==> config.mk <==
export PLATFORM = sky130hd
export DESIGN_NAME = sfx_xcvr
export DESIGN_NICKNAME = d
export VERILOG_FILES = /design/src/rtl/sfx_pkg.sv /design/src/rtl/sfx_sync.sv /design/src/rtl/sfx_master_gen.sv /design/src/rtl/sfx_rx.sv /design/src/rtl/sfx_tx.sv /design/src/rtl/sfx_xcvr.sv
export SDC_FILE = /design/constraint.sdc
export NUM_CORES = 1
export LEC_CHECK = 0
export BUFFER_PORTS_ARGS = -buffer_cell sky130_fd_sc_hd__buf_2
export CAP_MARGIN = 10
export CORE_UTILIZATION = 57
export DETAILED_ROUTE_END_ITERATION = 6
export GPL_TIMING_DRIVEN = 1
export MAX_ROUTING_LAYER = met4
export PLACE_DENSITY_LB_ADDON = 0.08
export SLEW_MARGIN = 20
export SYNTH_ARGS = -nofsm -noshare
export SYNTH_HDL_FRONTEND = slang
export SYNTH_SLANG_ARGS = --single-unit
==> constraint.sdc <==
create_clock -name clk -period 2.4 [get_ports clk]
set_input_delay 0.36 -clock clk [delete_from_list [all_inputs] [get_ports clk]]
set_output_delay 0.36 -clock clk [all_outputs]
set_load 0.03 [all_outputs]
==> src/rtl/sfx_pkg.sv <==
package sfx_pkg;
  // Event strobes that drive the frame engines, one main-clock cycle each.
  typedef struct packed {
    logic cap;    // sample the serial input bit
    logic shift;  // advance the serial output bit
    logic frame;  // frame close: latch receive word, load transmit word
  } sfx_evt_t;
endpackage

==> src/rtl/sfx_sync.sv <==
module sfx_sync #(
  parameter int   STAGES  = 2,
  parameter logic RST_VAL = 1'b0
) (
  input  logic clk,
  input  logic rst_n,
  input  logic d,
  output logic q
);
  logic [STAGES-1:0] chain;

  always_ff @(posedge clk or negedge rst_n) begin
    if (!rst_n) chain <= {STAGES{RST_VAL}};
    else        chain <= {chain[STAGES-2:0], d};
  end

  assign q = chain[STAGES-1];
endmodule

==> src/rtl/sfx_master_gen.sv <==
module sfx_master_gen #(
  parameter int DIV     = 4,
  parameter int FRAME_W = 64
) (
  input  logic clk,
  input  logic rst_n,
  input  logic en,
  output logic sclk,
  output logic ident,
  output logic fall_evt,
  output logic frame_evt
);
  localparam int PH_W  = (DIV > 1) ? $clog2(DIV) : 1;
  localparam int CNT_W = $clog2(FRAME_W);

  logic [PH_W-1:0]  ph;
  logic [CNT_W-1:0] bit_cnt;
  logic             rise_evt;

  assign fall_evt  = en && (ph == '0);
  assign rise_evt  = en && (ph == PH_W'(DIV / 2));
  assign frame_evt = fall_evt && (bit_cnt == CNT_W'(FRAME_W - 1));

  always_ff @(posedge clk or negedge rst_n) begin
    if (!rst_n) begin
      ph      <= '0;
      bit_cnt <= '0;
      sclk    <= 1'b0;
      ident   <= 1'b1;
    end else if (!en) begin
      ph      <= '0;
      bit_cnt <= '0;
      sclk    <= 1'b0;
      ident   <= 1'b1;
    end else begin
      ph <= (ph == PH_W'(DIV - 1)) ? '0 : ph + 1'b1;
      if (fall_evt) bit_cnt <= bit_cnt + 1'b1;
      if (rise_evt)      sclk <= 1'b1;
      else if (fall_evt) sclk <= 1'b0;
      if (frame_evt)     ident <= 1'b0;
      else if (fall_evt) ident <= 1'b1;
    end
  end

  // the marker stays low for one link-clock period only
  assert_ident_one_period_R7: assert property (@(posedge clk) disable iff (!rst_n)
    (en && !ident && fall_evt) |=> ident);

  // each high phase of the generated clock lasts more than one main clock
  assert_sclk_high_phase_R7: assert property (@(posedge clk) disable iff (!rst_n)
    (en && $rose(sclk)) |=> (sclk || !en));
endmodule

==> src/rtl/sfx_rx.sv <==
module sfx_rx #(
  parameter int FRAME_W = 64
) (
  input  logic               clk,
  input  logic               rst_n,
  input  logic               cap_evt,
  input  logic               frame_evt,
  input  logic               din,
  input  logic               rx_ready,
  output logic               rx_valid,
  output logic [FRAME_W-1:0] rx_data,
  output logic               rx_strobe
);
  logic [FRAME_W-1:0] shreg;
  logic [FRAME_W-1:0] shreg_next;

  // least significant bit first: each new bit enters at the top and moves down
  assign shreg_next = cap_evt ? {din, shreg[FRAME_W-1:1]} : shreg;

  always_ff @(posedge clk or negedge rst_n) begin
    if (!rst_n) begin
      shreg     <= '0;
      rx_data   <= '0;
      rx_valid  <= 1'b0;
      rx_strobe <= 1'b0;
    end else begin
      shreg     <= shreg_next;
      rx_strobe <= frame_evt;
      if (frame_evt) begin
        rx_data  <= shreg_next;
        rx_valid <= 1'b1;
      end else if (rx_ready) begin
        rx_valid <= 1'b0;
      end
    end
  end

  // an unaccepted frame is held unless a new frame replaces it
  assert_rx_hold_R3: assert property (@(posedge clk) disable iff (!rst_n)
    (rx_valid && !rx_ready && !frame_evt) |=> (rx_valid && $stable(rx_data)));

  // the strobe lasts a single cycle and comes with valid data
  assert_strobe_single_R2: assert property (@(posedge clk) disable iff (!rst_n)
    rx_strobe |=> !rx_strobe);
  assert_strobe_valid_R2: assert property (@(posedge clk) disable iff (!rst_n)
    rx_strobe |-> rx_valid);
endmodule

==> src/rtl/sfx_tx.sv <==
module sfx_tx #(
  parameter int FRAME_W = 64
) (
  input  logic               clk,
  input  logic               rst_n,
  input  logic               shift_evt,
  input  logic               frame_evt,
  input  logic               tx_valid,
  input  logic [FRAME_W-1:0] tx_data,
  output logic               tx_ready,
  output logic               dout
);
  logic [FRAME_W-1:0] stage;
  logic               stage_full;
  logic [FRAME_W-1:0] oreg;
  logic               accept;

  assign tx_ready = !stage_full;
  assign accept   = tx_valid && !stage_full;
  assign dout     = oreg[0];

  always_ff @(posedge clk or negedge rst_n) begin
    if (!rst_n) begin
      stage      <= '0;
      stage_full <= 1'b0;
      oreg       <= '0;
    end else begin
      if (accept)         stage <= tx_data;
      if (accept)         stage_full <= 1'b1;
      else if (frame_evt) stage_full <= 1'b0;
      if (frame_evt)      oreg <= stage_full ? stage : '0;
      else if (shift_evt) oreg <= {1'b0, oreg[FRAME_W-1:1]};
    end
  end

  // the data line moves only on a shift or frame event
  assert_dout_quiet_R5: assert property (@(posedge clk) disable iff (!rst_n)
    (!shift_evt && !frame_evt) |=> $stable(dout));

  // a full staging word stays full until a frame takes it
  assert_ready_hold_R4: assert property (@(posedge clk) disable iff (!rst_n)
    (!tx_ready && !frame_evt) |=> !tx_ready);
endmodule

==> src/rtl/sfx_xcvr.sv <==
module sfx_xcvr
  import sfx_pkg::*;
#(
  parameter int CH_NUM      = 4,
  parameter int SAMPLE_W    = 16,
  parameter int CLK_DIV     = 4,
  parameter int SYNC_STAGES = 2,
  localparam int FRAME_W    = CH_NUM * SAMPLE_W
) (
  input  logic               clk,
  input  logic               rst_n,
  input  logic               cfg_master,
  input  logic               cfg_hiz,
  input  logic               ser_clk_i,
  input  logic               ser_id_i,
  input  logic               ser_dat_i,
  output logic               ser_clk_o,
  output logic               ser_id_o,
  output logic               ser_dat_o,
  output logic               ser_oe,
  input  logic               tx_valid,
  output logic               tx_ready,
  input  logic [FRAME_W-1:0] tx_samples,
  output logic               rx_valid,
  input  logic               rx_ready,
  output logic [FRAME_W-1:0] rx_samples,
  output logic               rx_strobe
);
  localparam int         N_LINES  = 3;
  localparam logic [2:0] LINE_RST = 3'b010;  // {data, ident, clock} idle levels

  logic [N_LINES-1:0] line_raw;
  logic [N_LINES-1:0] line_s;
  logic [N_LINES-1:0] line_q;

  assign line_raw = {ser_dat_i, ser_id_i, ser_clk_i};

  for (genvar g = 0; g < N_LINES; g++) begin : g_sync
    sfx_sync #(.STAGES(SYNC_STAGES), .RST_VAL(LINE_RST[g])) u_sync (
      .clk  (clk),
      .rst_n(rst_n),
      .d    (line_raw[g]),
      .q    (line_s[g])
    );
  end

  always_ff @(posedge clk or negedge rst_n) begin
    if (!rst_n) line_q <= LINE_RST;
    else        line_q <= line_s;
  end

  logic s_rise, s_fall, s_idfall;
  assign s_rise   =  line_s[0] && !line_q[0];
  assign s_fall   = !line_s[0] &&  line_q[0];
  assign s_idfall = !line_s[1] &&  line_q[1];

  logic m_sclk, m_ident, m_fall, m_frame;

  sfx_master_gen #(.DIV(CLK_DIV), .FRAME_W(FRAME_W)) u_gen (
    .clk      (clk),
    .rst_n    (rst_n),
    .en       (cfg_master),
    .sclk     (m_sclk),
    .ident    (m_ident),
    .fall_evt (m_fall),
    .frame_evt(m_frame)
  );

  sfx_evt_t evt;
  always_comb begin
    if (cfg_master) begin
      // leader: sample at the fall, which compensates the input synchroniser delay
      evt.cap   = m_fall;
      evt.shift = m_fall;
      evt.frame = m_frame;
    end else begin
      evt.cap   = s_rise;
      evt.shift = s_fall;
      evt.frame = s_idfall;
    end
  end

  sfx_rx #(.FRAME_W(FRAME_W)) u_rx (
    .clk      (clk),
    .rst_n    (rst_n),
    .cap_evt  (evt.cap),
    .frame_evt(evt.frame),
    .din      (line_s[2]),
    .rx_ready (rx_ready),
    .rx_valid (rx_valid),
    .rx_data  (rx_samples),
    .rx_strobe(rx_strobe)
  );

  sfx_tx #(.FRAME_W(FRAME_W)) u_tx (
    .clk      (clk),
    .rst_n    (rst_n),
    .shift_evt(evt.shift),
    .frame_evt(evt.frame),
    .tx_valid (tx_valid),
    .tx_data  (tx_samples),
    .tx_ready (tx_ready),
    .dout     (ser_dat_o)
  );

  assign ser_clk_o = cfg_master ? m_sclk  : line_s[0];
  assign ser_id_o  = cfg_master ? m_ident : line_s[1];
  assign ser_oe    = !cfg_hiz;

  // in leader mode a frame close comes only from the generator
  assert_master_frame_src_R7: assert property (@(posedge clk) disable iff (!rst_n)
    (cfg_master && s_idfall && !m_frame) |=> !rx_strobe);
endmodule

==> flow_summary.toml, run 1 <==
[placed_design]
gp_congestion = 0.788
port-buffer-count = 143
dpl.hpwl_um = 13000
dp_cells = 1198

[setup_path]
endpoint_kind = "flop"
cp_slowest_cell = "dfrtp_1"
cp_common_cell = "nand3_1"
crit_path_max_incr_delay_ps = 400
required_ps = 2850
startpoint = "u_gen.ph[0]"
worstSetupPathType = "reg -> reg"
cpLargestDelayFamily = "buffers and inverters"
crit_buf_inv = 3
arrival_ps = 2590
rrSetupSlack_ps = 260
crit_chain = "inv_1 -> ha_1 -> nand3_1 -> o21a_2 -> inv_4 -> buf_12 -> nand3_1 -> a31oi_1"
cp-start-kind = "flop"
path_max_fanout = 50
timing.rr.start = "u_gen.ph[0]"

[pwr]
p_int_mw = 9.98
clkPwrFrac = 0.311
sw_frac_of_total = 0.288
p_switching_mw = 4.03
p_per_area_nw_per_um2 = 1080
seq_power_share = 0.482
p_comb_frac = 0.207
p_leak_nw = 6.27
peakVddDrop_mv = 0.810
power_mw = 14.0

[final_layout]
final_util = 0.692
fin_cells = 1261
areaGrowthSynthToFinish_pct = 17.9
drive_gt1_frac = 0.410
nets = 1051

[floorplan]
initial_core_util = 0.587
boundaryPins = 144
die_h_um = 141
std_cell_rows = 50
die_width_um = 141
core_area_um2 = 18800
dieArea_um2 = 19900

[sta]
final_hold_viol_count = 0
finalCritPeriodShare = 0.890
tightest_slew_ps = 678
fmax_mhz = 468
finalSetupTns_ps = 0
maxSlewHeadroom = 0.548
rsz0062_at_grt = "false"
fin_worst_skew_ps = 19.6
period_needed_ps = 2140
maxSlewViolCount = 0
final-setup-viol-count = 0

[logic_synthesis]
ys_types = 35
syn_inst = 833
ys_ff_latch = 277
yosysWarnings = 0
syn-num-nets = 910
synth_top_cell_area_share = 0.618
synth.avg_cell_area_um2 = 13.3
synth_top_area_cell = "dfrtp_1"
synth_area_um2 = 11000
yosysSeqAreaShare = 0.628
yosys-top-cells-area = "dfrtp_1 (62%), mux2_2 (19%), a31oi_1 (3.6%)"

[grt]
antenna_found_initial = 5
grt_overflow = 0
grt_pass1_vias = 6988
grt_usage = 0.220
grt_max_degree = 128
grt_pass1_wl_um = 34600

[route]
num_vias = 6773
postRouteAntennaNets = 0
via_per_inst = 5.37
wire_per_inst_um = 16.1
drt_iter0_markers = 348
drcViolationCount = 0
dr.pass1.iters = 4
totalWireLength_um = 20300

[clock_tree]
post_cts_resized = 0
tritoncts = "yes"
clk_pin_slew_ps = 60
htree_num_levels = 1
cts_made_buffers = 29
root_buffer = "clkbuf_16"
clock-sinks = 277
cts_buffer_depth = 3
clk_latency_ps = 540

[flow_run]
maxCapViolCount = 0

[status]
outcome = "complete, no violations"

[min_path]
hp-start = "tx_samples[62]"
hp-class = "in -> reg"
routing by layer:
| metal | global-route usage | wire length [µm] |
|---|---|---|
| met2 | 0.341 | 9600 |
| met4 | 0.0578 | 405 |
| met1 | 0.297 | 9180 |
| met5 | - | 0 |
| met3 | 0.0479 | 1090 |
synth_stat cells (all sizes together):
master	instances
a31oi	63
mux2	193
nand2	68
a21boi	1
a21o	1
nand2b	2
nand3	66
o21a	2
o21ai	3
a2bb2oi	1
clkbuf	23
ha	4
mux2i	1
nor3b	1
or3	1
nor2	64
xnor2	2
dfrtp	273
and2	5
or3b	1
o22ai	1
dfstp	4
inv	8
nand4	2
o31a	1
xor2	2
nor2b	5
buf	35
repair_timing:
action | 4_1_cts | 5_1_grt
buffers inserted | 0 | 0
hold buffers | 5 | 0
hold endpoints to repair | 67 | 0
state kept, by name, summed over array words and instances, names as in the netlist:
| signal | cells |
|---|---|
| u_rx.rx_data | 64 |
| u_rx.shreg | 64 |
| u_tx.oreg | 64 |
| u_tx.stage | 64 |
| g_sync.u_sync.chain | 6 |
| u_gen.bit_cnt | 6 |
| line_q | 2 |
| u_gen.ph | 2 |
| u_gen.ident | 1 |
| u_gen.sclk | 1 |
| u_rx.rx_strobe | 1 |
| u_rx.rx_valid | 1 |
| u_tx.stage_full | 1 |
cell usage in the layout (no fill, tap or decap), types with 3 or more instances in the layout:
cell | synthesis | layout
buf_4 | 0 | 9
dfstp_2 | 4 | 4
inv_1 | 7 | 7
clkbuf_16 | 0 | 29
dfrtp_1 | 273 | 272
nor2_1 | 64 | 64
mux2_1 | 7 | 7
diode_2 | 0 | 5
clkbuf_1 | 23 | 5
mux2_2 | 186 | 186
dlygate4sd3_1 | 0 | 5
buf_2 | 12 | 142
buf_12 | 0 | 11
a31oi_1 | 63 | 63
nand2_1 | 68 | 68
nand3_1 | 66 | 66
clkinv_2 | 0 | 6
o21ai_0 | 3 | 3
clkinvlp_4 | 0 | 4
ha_1 | 4 | 4
and2_1 | 5 | 5
nor2b_1 | 5 | 4
clkbuf_8 | 0 | 5
metrics by stage:
stage	hold WS, ps	setup WS [ps]	area, µm²
after global placement	333	297	12000
after floorplan	64.4	450	11000
after CTS	36.5	251	13000
final	50.0	265	13000
after detailed placement	345	234	12000
after global routing	46.3	83.2	13000
worst paths after layout:
| check | to | cells after the start |
|---|---|---|
| max | u_tx.oreg[53] | 8 |
| min | u_tx.stage[62] | 2 |
| max reg2reg | u_tx.oreg[53] | 8 |
| min reg2reg | g_sync[2].u_sync.chain[1] | 0 |
| max in group asynchronous | u_tx.stage_full | 3 |
| min in group asynchronous | u_rx.shreg[25] | 2 |
area by class of cell:
class	instances	area (µm²)
Antenna cell	5	12.5
Clock buffer	39	813
Clock inverter	14	138
Fill cell	1348	5810
Inverter	8	32.5
Multi-Input combinational cell	490	3700
Sequential cell	277	6940
Tap cell	260	325
Timing Repair Buffer	168	1060
cells by family (layout without fill, tap and decap cells):
kind of cell | count (synthesis) | after routing | share of synthesized area
buffers and inverters | 66 | 229 | 0.0377
flip-flops | 277 | 277 | 0.628
other | 0 | 5 | 0
XOR/XNOR | 4 | 4 | 0.00317
multiplexers | 194 | 194 | 0.198
AO/OA/AOI/OAI | 73 | 73 | 0.0436
adder cells (fa/ha/maj) | 4 | 4 | 0.00453
AND/OR/NAND/NOR | 215 | 215 | 0.0854
power groups by stage:
stage	logic, mW	clock network [mW]	registers (mW)
2_1_floorplan	1.91	0	6.93
3_3_place_gp	2.79	0	6.76
3_5_place_dp	2.92	0	6.82
4_1_cts	2.94	4.48	6.75
5_1_grt	3.20	4.64	6.93
6_report	2.90	4.37	6.75
Power figures use the tool's default switching activity.
==> run 2: changes to the inputs <==
--- a/config.mk
+++ b/config.mk
@@ -5,9 +5,10 @@
 export SDC_FILE = /design/constraint.sdc
 export NUM_CORES = 1
 export LEC_CHECK = 0
+export ABC_AREA = 1
 export BUFFER_PORTS_ARGS = -buffer_cell sky130_fd_sc_hd__buf_2
 export CAP_MARGIN = 10
-export CORE_UTILIZATION = 57
+export CORE_UTILIZATION = 58
 export DETAILED_ROUTE_END_ITERATION = 6
 export GPL_TIMING_DRIVEN = 1
 export MAX_ROUTING_LAYER = met4
==> run 2 against run 1 <==
Effect of this change:
- sequential power decreased by 2%
- first-iteration DRC count increased by 84%
- cell count is 36% higher
- cell area increased by 6.5%
- worst setup slack improved by 37 ps
- critical path depth up 2
- worst hold slack improved by 3.7 ps
- combinational power is 11% higher
- non-clock buffer count up 2
- die area increased by 5.4%
- sequential share of layout area fell by 3.2 points
==> flow_summary.toml, run 2 <==
[status]
outcome = "complete, no violations"

[clock_tree]
clk_latency_ps = 550
post_cts_resized = 0
cts_buffer_depth = 3
htree_num_levels = 1
tritoncts = "yes"
clk_pin_slew_ps = 60
cts_made_buffers = 28
root_buffer = "clkbuf_16"
clock-sinks = 277

[logic_synthesis]
ys_async_sr_fraction = 1.00
synth.area.mux_share = 0.0608
yosysSeqAreaShare = 0.585
synthAdderAreaFrac = 0.00422
synth_top_cell_area_share = 0.576
synth-compound-area-share = 0.00750
synth_top_area_cell = "dfrtp_1"
syn-num-nets = 1399
yosysMostFrequentCell = "nand2_1"
synthXorXnorAreaFrac = 0
ys_types = 23
synth_edf_count = 0
ys_ff_latch = 277
yosysWarnings = 0
yosys.area_share.simple = 0.281
yosys-top-cells-area = "dfrtp_1 (58%), nand2_1 (17%), nand3_1 (11%)"
synth.top_cells.by_count = "nand2_1 (523), dfrtp_1 (273), nand3_1 (255)"
synth_top_family_by_area = "simple AND/OR/NAND/NOR gates"
synth.avg_cell_area_um2 = 8.96
synth_top_flop_cell = "dfrtp_1"
synth_area_um2 = 11900
syn_inst = 1322

[floorplan]
dieArea_um2 = 21000
initial_core_util = 0.601
core_area_um2 = 19700
std_cell_rows = 51
die_width_um = 145
die_h_um = 145
boundaryPins = 144

[grt]
grt_overflow = 0
grt_pass1_vias = 8827
grt_max_degree = 93
antenna_found_initial = 0
grt_pass1_wl_um = 42500
grt_usage = 0.248

[route]
drt_iter0_markers = 640
dr_wl_met2_um = 11800
postRouteAntennaNets = 0
wl_met3_um = 1050
wire_per_inst_um = 14.5
num_vias = 9150
via_per_inst = 5.32
met1_length_um = 11500
totalWireLength_um = 24900
highest_layer = "met4"
drcViolationCount = 0
dr.pass1.iters = 5

[final_layout]
seq_area_um2 = 6940
postLayoutCellArea_um2 = 13900
nets = 1510
multiInputGateArea_um2 = 4200
areaGrowthSynthToFinish_pct = 17.0
layout_commonest_cell = "nand2_1"
drive_gt1_frac = 0.202
final_cell_mix = "nand2_1 (520), dfrtp_1 (272), nand3_1 (255)"
antennaDiodeCount = 0
n_fill_cell = 1542
final_util = 0.703

[sta]
finalCritPeriodShare = 0.874
fmax_mhz = 477
period_needed_ps = 2100
final_hold_viol_count = 0
fin_worst_skew_ps = 16.1
maxSlewHeadroom = 0.518
final-setup-viol-count = 0
maxSlewViolCount = 0
finalSetupTns_ps = 0
tightest_slew_ps = 723
rsz0062_at_grt = "false"

[setup_path]
startpoint = "u_gen.ph[0]"
worstRegToRegCells = 10
timing.rr.start = "u_gen.ph[0]"
r2r-end = "u_tx.oreg[25]"
path_max_fanout = 47
rrSetupSlack_ps = 300
cp-endpoint = "u_tx.oreg[25]"
crit_path_max_incr_delay_ps = 400
crit_chain = "inv_1 -> ha_1 -> nand2_2 -> nor2_1 -> nand2_2 -> nand2_4 -> buf_12 -> nand2_1 -> nand3_1 -> nand2_1"
cp_slowest_cell = "dfrtp_1"
worstSetupPathType = "reg -> reg"
required_ps = 2820
arrival_ps = 2510
cp-start-kind = "flop"
endpoint_kind = "flop"

[min_path]
hp-class = "in -> reg"

[pwr]
p_per_area_nw_per_um2 = 1060
peakVddDrop_mv = 0.807
p_leak_nw = 7.66

[placed_design]
gp_congestion = 0.775
dpl.hpwl_um = 14500
dpl_cell_area_um2 = 12800
port-buffer-count = 143

[flow_run]
maxCapViolCount = 0
## run 2: cell count changes after synthesis, moves of 19 or more
cell | previous run | this run
nand2_1 | 68 | 523
buf_6 | 19 | 0
buf_2 | 12 | 51
nor2_1 | 64 | 12
inv_1 | 7 | 75
a31oi_1 | 63 | 0
mux2_2 | 186 | 64
nand3_1 | 66 | 255
## run 2: timing repair
item	CTS	global route
buffers inserted	0	0
setup endpoints to repair	0	0
hold buffers	5	0
endpoints found under the hold margin	56	0
## run 2: cell type report
class	count	share of cell area
well taps	265	0.0239
repair buffers	170	0.0769
inverters	77	0.0210
clock buffers	40	0.0610
flip-flops and latches	277	0.500
multi-input cells	879	0.303
clock inverters	11	0.0140
## run 2: per-layer routing
layer  vias to the layer above  global-route usage
met5                         -                   -
met4                         0              0.0638
met3                        49              0.0292
met2                       245               0.398
met1                      4433               0.339
li1                       4423                   -
## run 2: power by group
part	leakage (nW)	switching (mW)	internal (mW)	total, mW
combinational	3.56	1.86	1.37	3.22
clock	0.513	1.81	2.98	4.79
sequential	3.59	0.704	5.93	6.63
total	7.66	4.37	10.3	14.6
## run 2: through the flow
stage / cells / power, mW / hold slack (ps) / setup WS, ps
CTS: 1719 / 14.8 / 38.0 / 305
detailed placement: 1663 / 9.92 / 336 / 346
finish: 1719 / 14.6 / 53.7 / 302
global placement: 1663 / 9.80 / 337 / 416
floorplan: 1322 / 8.98 / 64.4 / 755
global route: 1719 / 15.5 / 41.9 / 131
## run 2: cells by family after synthesis
| kind of cell | after synthesis |
|---|---|
| buf+inv | 166 |
| mux | 64 |
| flops | 277 |
| fa+ha+maj | 4 |
| simple gates | 797 |
| compound gates | 14 |
## run 2: worst min-delay path by stage
stage,to,depth (start not counted),startpoint,slack [ps]
finish,u_tx.stage[30],2,tx_samples[30],50
detailed placement,u_rx.rx_data[11],1,rst_n,340
CTS,u_tx.stage[30],2,tx_samples[30],40
global route,u_tx.stage[23],2,tx_samples[23],40
global placement,u_rx.rx_data[11],1,rst_n,340
floorplan,g_sync[0].u_sync.chain[0],0,rst_n,60
## run 2: worst max-delay path: cells and delay by family, from the launching register on
kind / cells / cell delay (ps)
fa+ha+maj: 1 / 270
buf+inv: 2 / 370
flops: 1 / 400
simple gates: 7 / 910
==> run 3: changes to the inputs <==
--- a/config.mk
+++ b/config.mk
@@ -8,6 +8,7 @@
 export ABC_AREA = 1
 export BUFFER_PORTS_ARGS = -buffer_cell sky130_fd_sc_hd__buf_2
 export CAP_MARGIN = 10
+export CORE_MARGIN = 3
 export CORE_UTILIZATION = 58
 export DETAILED_ROUTE_END_ITERATION = 6
 export GPL_TIMING_DRIVEN = 1
==> run 3 against run 2 <==
Effect of this change:
- power down 3.8%
- die area increased by 5.6%
- sequential cell count unchanged
- cell area is 0.93% lower
- clock skew is 7.5 ps lower
- largest cell class unchanged
- largest power group unchanged
- highest routed layer unchanged
==> flow_summary.toml, run 3 (synthesized netlist as in run 2, its figures left out) <==
[floorplan]
die_width_um = 149
initial_core_util = 0.599
die_h_um = 149
dieArea_um2 = 22200
boundaryPins = 144
std_cell_rows = 51
core_area_um2 = 19800

[clock_tree]
htree_num_levels = 1
clk_pin_slew_ps = 60
clk_latency_ps = 530
cts_hold_buf = 4
tritoncts = "yes"
postCtsSetupRepairBufs = 0
cts_buffer_depth = 3
root_buffer = "clkbuf_16"
cts_made_buffers = 29
clock-sinks = 277
post_cts_resized = 0

[pwr]
power_mw = 14.1
seq_power_share = 0.471
peakVddDrop_mv = 0.695
sw_frac_of_total = 0.304
p_per_area_nw_per_um2 = 1030
p_int_mw = 9.81
p_comb_frac = 0.228
p_switching_mw = 4.28
clkPwrFrac = 0.302
p_leak_nw = 7.60

[setup_path]
path_max_fanout = 63
cpLargestDelayFamily = "simple AND/OR/NAND/NOR gates"
timing.rr.start = "u_gen.ph[0]"
crit_buf_inv = 2
r2r-end = "u_tx.oreg[57]"
endpoint_kind = "flop"
worstSetupPathType = "reg -> reg"
worstRegToRegCells = 9
cp-start-kind = "flop"
startpoint = "u_gen.ph[0]"
crit_chain = "inv_1 -> ha_1 -> nand2_2 -> nor2_1 -> nand2_2 -> buf_4 -> nand3_1 -> nand3_1 -> nand2_1"
rrSetupSlack_ps = 310
cp-endpoint = "u_tx.oreg[57]"
arrival_ps = 2510
crit_path_max_incr_delay_ps = 560
worst-path-stages = 9
cp_slowest_cell = "buf_4"
required_ps = 2810

[placed_design]
gp_congestion = 0.799
dpl.hpwl_um = 14400
port-buffer-count = 143
dp_cells = 1661

[final_layout]
layout_commonest_cell = "nand2_1"
drive_gt1_frac = 0.197
final_cell_mix = "nand2_1 (520), dfrtp_1 (272), nand3_1 (255)"
nets = 1508
areaGrowthSynthToFinish_pct = 15.9
fin_cells = 1717
antennaDiodeCount = 0

[route]
num_vias = 9012
totalWireLength_um = 24800
postRouteAntennaNets = 0
dr.pass1.iters = 5
wire_per_inst_um = 14.5
drcViolationCount = 0
via_per_inst = 5.25
drt_iter0_markers = 563

[grt]
grt_max_degree = 85
grt_usage = 0.232
grt_overflow = 0
grt_pass1_wl_um = 42200
antenna_found_initial = 0
grt_pass1_vias = 8646

[min_path]
hp-class = "in -> reg"

[sta]
fmax_mhz = 478
maxSlewViolCount = 0
final-setup-viol-count = 0
rsz0062_at_grt = "false"
period_needed_ps = 2090
finalSetupTns_ps = 0
fin_worst_skew_ps = 8.60
finalCritPeriodShare = 0.871
whs_ps = 34.9
tightest_slew_ps = 678
maxSlewHeadroom = 0.548
final_hold_viol_count = 0

[flow_run]
maxCapViolCount = 0

[status]
outcome = "complete, no violations"
==> run 3: cell count changes in the layout (fill, tap and decap cells not counted), moves of 2 or more <==
cell	previous run	this run
clkbuf_8	10	6
bufinv_16	5	1
buf_12	10	12
clkinv_2	4	7
buf_4	12	8
clkbuf_1	2	8
==> run 3: worst min path at each step <==
stage	from	endpoint	slack [ps]	cells after the start
detailed placement	rst_n	u_rx.rx_data[9]	270	1
global route	rx_ready	u_rx.rx_valid	20	2
global placement	rst_n	u_rx.rx_data[9]	270	1
floorplan	rst_n	g_sync[0].u_sync.chain[0]	60	0
CTS	rx_ready	u_rx.rx_valid	20	2
finish	rx_ready	u_rx.rx_valid	30	2
==> run 3: final cells by class <==
cell class              count  area (µm²)
repair buffers            167        1070
flip-flops and latches    277        6940
well taps                 265         332
inverters                  77         292
clock buffers              43         838
clock inverters             9        72.6
multi-input cells         879        4200
fillers                  1596        6040
==> run 3: layer usage <==
layer / vias to the layer above / global-route usage / wire, µm
met3: 37 / 0.0267 / 1100
met2: 209 / 0.361 / 11700
met4: 0 / 0.0522 / 437
met1: 4332 / 0.336 / 11600
li1: 4434 / - / -
met5: - / - / 0
==> run 3: power by group through the flow <==
stage | Combinational (mW) | Clock (mW) | Sequential (mW)
floorplan | 2.24 | 0 | 6.74
global placement | 3.13 | 0 | 6.65
detailed placement | 3.24 | 0 | 6.68
CTS | 3.26 | 4.36 | 6.62
global route | 3.66 | 4.56 | 6.77
finish | 3.21 | 4.25 | 6.63
==> run 3: metrics by stage <==
step                cell area [µm²]  setup slack (ps)  utilization
floorplan                     11900               755            -
global placement              12800               419        0.647
detailed placement            12800               366        0.647
CTS                           13700               328        0.695
global route                  13700               142        0.695
finish                        13700               309        0.695
